<file path="src/rtl/rlu_pkg.sv">
package rlu_pkg;
  localparam int CODE_W = 3;
  localparam logic [CODE_W-1:0] CODE_MEM = 3'b110;
  localparam logic [7:0] OP_HALT = 8'h76;

  typedef enum logic [1:0] {
    ST_FETCH,
    ST_IMM,
    ST_MEMRD,
    ST_HALT
  } state_e;

  typedef struct packed {
    logic              copy;
    logic              imm;
    logic              ind;
    logic              halt;
    logic [CODE_W-1:0] dst;
    logic [CODE_W-1:0] src;
  } dec_t;
endpackage

</file>
<file path="src/rtl/rlu_decode.sv">
module rlu_decode
  import rlu_pkg::*;
(
  input  logic [7:0] op_i,
  output dec_t       dec_o
);
  logic [1:0]        grp;
  logic [CODE_W-1:0] dst;
  logic [CODE_W-1:0] src;

  assign grp = op_i[7:6];
  assign dst = op_i[5:3];
  assign src = op_i[2:0];

  always_comb begin
    dec_o      = '0;
    dec_o.dst  = dst;
    dec_o.src  = src;
    if (op_i == OP_HALT) begin
      dec_o.halt = 1'b1;
    end else if (grp == 2'b01 && dst != CODE_MEM) begin
      if (src == CODE_MEM) dec_o.ind  = 1'b1;
      else                 dec_o.copy = 1'b1;
    end else if (grp == 2'b00 && src == CODE_MEM && dst != CODE_MEM) begin
      dec_o.imm = 1'b1;
    end
  end

  // at most one form is selected per opcode
  always_comb begin
    a_r8_dec_onehot: assert ($onehot0({dec_o.copy, dec_o.imm, dec_o.ind, dec_o.halt}))
      else $error("decoder selected more than one instruction form");
  end
endmodule

</file>
<file path="src/rtl/rlu_regfile.sv">
module rlu_regfile
  import rlu_pkg::*;
#(
  parameter int DATA_W = 8,
  localparam int NREG  = 2 ** CODE_W
) (
  input  logic                         clk_i,
  input  logic                         rst_ni,
  input  logic                         we_i,
  input  logic [CODE_W-1:0]            waddr_i,
  input  logic [DATA_W-1:0]            wdata_i,
  input  logic [CODE_W-1:0]            raddr_i,
  output logic [DATA_W-1:0]            rdata_o,
  output logic [NREG-1:0][DATA_W-1:0]  regs_o
);
  for (genvar i = 0; i < NREG; i++) begin : g_reg
    if (i == int'(CODE_MEM)) begin : g_hole
      assign regs_o[i] = '0;
    end else begin : g_ff
      logic [DATA_W-1:0] q;
      always_ff @(posedge clk_i or negedge rst_ni) begin
        if (!rst_ni)                                 q <= '0;
        else if (we_i && waddr_i == CODE_W'(i))      q <= wdata_i;
      end
      assign regs_o[i] = q;
    end
  end

  assign rdata_o = regs_o[raddr_i];

  // registers hold in any cycle without a write
  a_r7_hold_no_write: assert property (@(posedge clk_i) disable iff (!rst_ni)
    !we_i |=> regs_o == $past(regs_o))
    else $error("register changed without a write");
endmodule

</file>
<file path="src/rtl/rlu_seq.sv">
module rlu_seq
  import rlu_pkg::*;
#(
  parameter int ADDR_W = 16
) (
  input  logic              clk_i,
  input  logic              rst_ni,
  input  logic              op_copy_i,
  input  logic              op_imm_i,
  input  logic              op_ind_i,
  input  logic              op_halt_i,
  input  logic [CODE_W-1:0] op_dst_i,
  output state_e            state_o,
  output logic [ADDR_W-1:0] pc_o,
  output logic              use_hl_o,
  output logic              we_o,
  output logic              wsel_mem_o,
  output logic [CODE_W-1:0] waddr_o
);
  state_e            state_q, state_d;
  logic [ADDR_W-1:0] pc_q, pc_d;
  logic [CODE_W-1:0] dst_q, dst_d;

  always_comb begin
    state_d    = state_q;
    pc_d       = pc_q;
    dst_d      = dst_q;
    we_o       = 1'b0;
    wsel_mem_o = 1'b0;
    waddr_o    = op_dst_i;
    use_hl_o   = 1'b0;
    unique case (state_q)
      ST_FETCH: begin
        pc_d = pc_q + 1'b1;
        if (op_halt_i) begin
          state_d = ST_HALT;
        end else if (op_copy_i) begin
          we_o = 1'b1;
        end else if (op_imm_i) begin
          dst_d   = op_dst_i;
          state_d = ST_IMM;
        end else if (op_ind_i) begin
          dst_d   = op_dst_i;
          state_d = ST_MEMRD;
        end
      end
      ST_IMM: begin
        pc_d       = pc_q + 1'b1;
        we_o       = 1'b1;
        wsel_mem_o = 1'b1;
        waddr_o    = dst_q;
        state_d    = ST_FETCH;
      end
      ST_MEMRD: begin
        use_hl_o   = 1'b1;
        we_o       = 1'b1;
        wsel_mem_o = 1'b1;
        waddr_o    = dst_q;
        state_d    = ST_FETCH;
      end
      default: ;
    endcase
  end

  always_ff @(posedge clk_i or negedge rst_ni) begin
    if (!rst_ni) begin
      state_q <= ST_FETCH;
      pc_q    <= '0;
      dst_q   <= '0;
    end else begin
      state_q <= state_d;
      pc_q    <= pc_d;
      dst_q   <= dst_d;
    end
  end

  assign state_o = state_q;
  assign pc_o    = pc_q;

  // every opcode fetch advances the program counter by one
  a_r7_pc_step_fetch: assert property (@(posedge clk_i) disable iff (!rst_ni)
    state_q == ST_FETCH |=> pc_q == ADDR_W'($past(pc_q) + 1'b1))
    else $error("pc did not step after fetch");

  // immediate opcode moves to the operand cycle
  a_r3_imm_operand: assert property (@(posedge clk_i) disable iff (!rst_ni)
    (state_q == ST_FETCH && op_imm_i) |=> state_q == ST_IMM)
    else $error("immediate operand cycle missing");

  // halt is sticky with a frozen pc
  a_r5_halt_sticky: assert property (@(posedge clk_i) disable iff (!rst_ni)
    state_q == ST_HALT |=> (state_q == ST_HALT && $stable(pc_q)))
    else $error("left halt without reset");
endmodule

</file>
<file path="src/rtl/reg_load_unit.sv">
module reg_load_unit
  import rlu_pkg::*;
#(
  parameter int DATA_W = 8,
  localparam int ADDR_W = 2 * DATA_W,
  localparam int NREG   = 2 ** CODE_W
) (
  input  logic              clk_i,
  input  logic              rst_ni,
  output logic [ADDR_W-1:0] mem_addr_o,
  input  logic [DATA_W-1:0] mem_rdata_i,
  output logic [DATA_W-1:0] dbg_a_o,
  output logic [DATA_W-1:0] dbg_b_o,
  output logic [DATA_W-1:0] dbg_c_o,
  output logic [DATA_W-1:0] dbg_d_o,
  output logic [DATA_W-1:0] dbg_e_o,
  output logic [DATA_W-1:0] dbg_h_o,
  output logic [DATA_W-1:0] dbg_l_o,
  output logic [ADDR_W-1:0] dbg_pc_o,
  output logic              halted_o
);
  localparam int IDX_B = 0, IDX_C = 1, IDX_D = 2, IDX_E = 3;
  localparam int IDX_H = 4, IDX_L = 5, IDX_A = 7;

  dec_t                       dec;
  state_e                     state;
  logic [ADDR_W-1:0]          pc;
  logic                       use_hl, we, wsel_mem;
  logic [CODE_W-1:0]          waddr;
  logic [DATA_W-1:0]          rd_data, wdata;
  logic [NREG-1:0][DATA_W-1:0] regs;
  logic [ADDR_W-1:0]          hl;

  rlu_decode u_dec (
    .op_i  (mem_rdata_i),
    .dec_o (dec)
  );

  rlu_seq #(.ADDR_W(ADDR_W)) u_seq (
    .clk_i      (clk_i),
    .rst_ni     (rst_ni),
    .op_copy_i  (dec.copy),
    .op_imm_i   (dec.imm),
    .op_ind_i   (dec.ind),
    .op_halt_i  (dec.halt),
    .op_dst_i   (dec.dst),
    .state_o    (state),
    .pc_o       (pc),
    .use_hl_o   (use_hl),
    .we_o       (we),
    .wsel_mem_o (wsel_mem),
    .waddr_o    (waddr)
  );

  assign wdata = wsel_mem ? mem_rdata_i : rd_data;

  rlu_regfile #(.DATA_W(DATA_W)) u_rf (
    .clk_i   (clk_i),
    .rst_ni  (rst_ni),
    .we_i    (we),
    .waddr_i (waddr),
    .wdata_i (wdata),
    .raddr_i (dec.src),
    .rdata_o (rd_data),
    .regs_o  (regs)
  );

  assign hl         = {regs[IDX_H], regs[IDX_L]};
  assign mem_addr_o = use_hl ? hl : pc;
  assign dbg_a_o    = regs[IDX_A];
  assign dbg_b_o    = regs[IDX_B];
  assign dbg_c_o    = regs[IDX_C];
  assign dbg_d_o    = regs[IDX_D];
  assign dbg_e_o    = regs[IDX_E];
  assign dbg_h_o    = regs[IDX_H];
  assign dbg_l_o    = regs[IDX_L];
  assign dbg_pc_o   = pc;
  assign halted_o   = (state == ST_HALT);

  // indirect read cycle drives the H:L address
  a_r4_ind_addr: assert property (@(posedge clk_i) disable iff (!rst_ni)
    state == ST_MEMRD |-> mem_addr_o == {dbg_h_o, dbg_l_o})
    else $error("indirect read not at H:L");

  // halted output frozen with a steady address
  a_r5_addr_frozen: assert property (@(posedge clk_i) disable iff (!rst_ni)
    halted_o |=> (halted_o && $stable(mem_addr_o)))
    else $error("address moved while halted");
endmodule

</file>
<file path="config.mk">
export PLATFORM = sky130hd
export DESIGN_NAME = reg_load_unit
export DESIGN_NICKNAME = d
export VERILOG_FILES = /design/src/rtl/rlu_pkg.sv /design/src/rtl/rlu_decode.sv /design/src/rtl/rlu_regfile.sv /design/src/rtl/rlu_seq.sv /design/src/rtl/reg_load_unit.sv
export SDC_FILE = /design/constraint.sdc
export NUM_CORES = 1
export LEC_CHECK = 0
export ABC_AREA = 0
export BUFFER_PORTS_ARGS = -buffer_cell sky130_fd_sc_hd__clkbuf_2
export CORE_MARGIN = 4
export CORE_UTILIZATION = 35
export DETAILED_ROUTE_END_ITERATION = 7
export PLACE_DENSITY = 0.59
export SYNTH_ARGS = -nofsm -noshare
export SYNTH_HDL_FRONTEND = slang
export SYNTH_SLANG_ARGS = --single-unit
</file>
<file path="constraint.sdc">
create_clock -name clk_i -period 4.9 [get_ports clk_i]
set_input_delay 0.98 -clock clk_i [delete_from_list [all_inputs] [get_ports clk_i]]
set_output_delay 0.98 -clock clk_i [all_outputs]
set_load 0.02 [all_outputs]
</file>
==> impl_metrics.csv <==
group,metric,value,unit
timing,finalMaxSlewViolations,0,
worst_setup_path,worstPathCellList,"inv_1 -> ha_1 -> mux2_2 -> clkbuf_2",
yosys,synth_seq_area_share,48.0,%
power_and_ir_drop,leakage,0.00237,µW
yosys,yosysUniqueCellTypes,48,
finish,nets,429,
routing,ant_nets,0,
yosys,yosysTopAreaCell,"dfrtp_1",
job,maxCapViolations,0,
routing,vias,3023,
worst_setup_path,path_depth,4,
clock_tree,cts_buffers,9,
global_routing,grt_start_max_net_pins,78,
yosys,synthCells,317,
floorplanning,die_h,115,µm
timing,clock.fmax,327,MHz
hold_path,hold_path.class,"reg2reg",
clock_tree,clkLatencyLatePin,0.33,ns
floorplanning,row_count,38,
worst_setup_path,critPathBufInv,2,
power_and_ir_drop,pwr-share-clk,20.6,%
yosys,synth_edf_count,0,
timing,fin_skew,0.00534,ns
clock_tree,postCtsSetupBuffers,0,
worst_setup_path,critPathMaxStageDelay,0.65,ns
hold_path,hold_depth,1,
yosys,ys_ff_latch,77,
yosys,synth_ff_type,"dfrtp_1",
worst_setup_path,crit_path_end_kind,"output port",
power_and_ir_drop,switching_share,42.9,%
placement,io_buffers,98,
global_routing,grt_pass1_wl,17600,µm
global_routing,antenna_found_initial,0,
yosys,yosysTopAreaCellShare,48.0,%
worst_setup_path,required,3.92,ns
worst_setup_path,critPathMaxFanout,17,
run_status,outcome,"complete, no violations",
yosys,yosysWarnings,0,
floorplanning,core_area,11000,µm²
floorplanning,initial_utilization,36.4,%
clock_tree,root_buffer,"clkbuf_16",
clock_tree,htreeDepth,3,
finish,syn_to_final_growth,23.0,%
global_routing,grt_pass1_vias,3155,
worst_setup_path,r2r_cells,6,
clock_tree,cts_max_path_buffers,2,
power_and_ir_drop,netSwitchingPower,1550,µW
floorplanning,die_area,13200,µm²
worst_setup_path,arrival,2.08,ns
global_routing,grt_overflow,0,
routing,wl,11100,µm
power_and_ir_drop,p_int,2070,µW
timing,hold_viol,0,
yosys,synth_nets,332,
clock_tree,clkTransAtPathRegs,0.06,ns
clock_tree,cts_sinks,77,
routing,first_pass_iters,4,
power_and_ir_drop,combPwrFrac,46.9,%
yosys,synth_area_leaders,"dfrtp_1 48%, mux2_2 15%, o2bb2ai_1 6.1%",
timing,worst_slew_pin_slew,0.964,ns
placement,dp.final_hpwl,8260,µm
yosys,syn_area,4010,µm²
timing,rsz0062_at_grt,"no",
placement,dp.cells,543,
clock_tree,holdBufCountCts,0,
placement,place_congestion,0.857,
timing,slew_headroom,35.7,%
timing,fin_crit,3.06,ns
finish,stdcell_count,558,
timing,setup-tns-final,0,ns
routing,wl_per_cell,19.9,µm
worst_setup_path,cp-start-kind,"flip-flop",
timing,setup_violations,0,
yosys,avgSynthCellArea,12.7,µm²
routing,drc,0,
routing,viasPerCell,5.42,
worst_setup_path,crit_slowest_cell,"ha_1",
finish,final_layout_size_suffix_gt1_share,42.6,%
power_and_ir_drop,p_seq_share,32.5,%
worst_setup_path,path_class,"reg2out",
global_routing,grt.total_usage,17.2,%
finish,diodes,0,
floorplanning,die_w,115,µm
clock_tree,cts_resized,0,
worst_setup_path,crit_family,"adder cells",
power_and_ir_drop,peakVddDrop,0.000315,V
power_and_ir_drop,power_density,734,nW/µm²
timing,finalCritPeriodShare,62.4,%
clock_tree,cts_tree,"done",
yosys,async_flop_share,100,%
floorplanning,ioPinCount,99,
routing,drtIter0Drc,163,
==> through the flow <==
step	hold WS (ns)	area [µm²]	power, µW	setup slack (ns)	util, %
after global routing	0.539	4930	3850	1.74	44.7
after detailed placement	0.499	4610	2910	1.81	41.8
after global placement	0.493	4610	2890	1.89	41.8
final	0.513	4930	3620	1.84	44.7
after floorplan	0.466	4010	2290	2.28	-
after CTS	0.511	4930	3660	1.81	44.7
==> synthesized netlist by cell type (2+ instances only) <==
cell,number
mux2_1,3
a22oi_1,4
nor3_1,4
and3_1,3
o211ai_1,5
clkbuf_1,5
o2bb2ai_1,28
dfrtp_1,77
a21o_1,2
nand3b_1,2
nand2_1,15
buf_6,2
xor2_1,8
o21ai_4,2
nand3_1,8
o21ai_0,9
nor2_1,11
ha_1,5
mux2_2,52
a21oi_1,4
a22o_1,2
nor4_1,2
nand2b_1,2
a221o_1,6
nand2_2,3
o21ai_2,2
buf_4,3
xnor2_1,7
inv_1,8
mux2i_1,12
o2111ai_1,2
mux4_1,3
==> power groups by stage <==
stage | clock network, µW | registers [µW] | logic [µW]
2_1_floorplan | 0 | 1380 | 909
4_1_cts | 759 | 1180 | 1720
5_1_grt | 789 | 1220 | 1840
3_3_place_gp | 0 | 1190 | 1700
3_5_place_dp | 0 | 1190 | 1720
6_report | 747 | 1180 | 1700
==> cell usage in the layout (no fill, tap or decap), drive strengths merged, types with 4 or more instances in the layout <==
master   instances
a221o            6
dfrtp           77
nand3            8
mux2i           12
clkbuf         107
o211ai           5
o21ai           13
o2bb2ai         28
ha               5
nand2           18
mux2            55
nor3             4
xnor2            7
inv              8
a22oi            4
a21oi            4
nor2            11
xor2             8
==> worst paths after layout <==
path / slack [ns] / startpoint / endpoint
max: 1.84 / u_seq.state_o[0] / mem_addr_o[8]
min: 0.51 / u_seq.pc_o[15] / u_seq.pc_o[15]
max reg2reg: 2.01 / u_seq.state_o[0] / u_rf.g_reg[2].g_ff.q[3]
min reg2reg: 0.51 / u_seq.pc_o[15] / u_seq.pc_o[15]
max in group asynchronous: 3.47 / rst_ni / u_seq.state_o[1]
min in group asynchronous: 0.79 / rst_ni / u_rf.g_reg[2].g_ff.q[2]
==> per-layer routing <==
metal	wire [µm]	GRT usage [%]
met1	5040	23.2
met2	5300	27.3
met3	578	4.68
met4	161	4.38
met5	0	0
==> sequential cells by signal (all words and copies together) (netlist names) <==
register       flops
u_rf.g.g_ff.q     56
u_seq.pc_o        16
u_seq.dst_q        3
u_seq.state_o      2
==> final cells by class <==
type / count / area (µm²)
inverters: 8 / 30.0
repair buffers: 98 / 493
fillers: 1049 / 6100
multi-input cells: 220 / 1980
flip-flops and latches: 77 / 1930
well taps: 140 / 175
clock inverters: 5 / 100
clock buffers: 10 / 229
==> kinds of logic (layout without fill, tap and decap cells) <==
group,after synthesis,after routing,share of synthesized area [%]
mux,70,70,20.4
buf+inv,20,121,2.59
xor+xnor,15,15,3.28
compound gates,72,72,15.4
simple gates,58,58,8.70
fa+ha+maj,5,5,1.56
flops,77,77,48.0
Note: power is estimated with default switching activity, not from simulation.
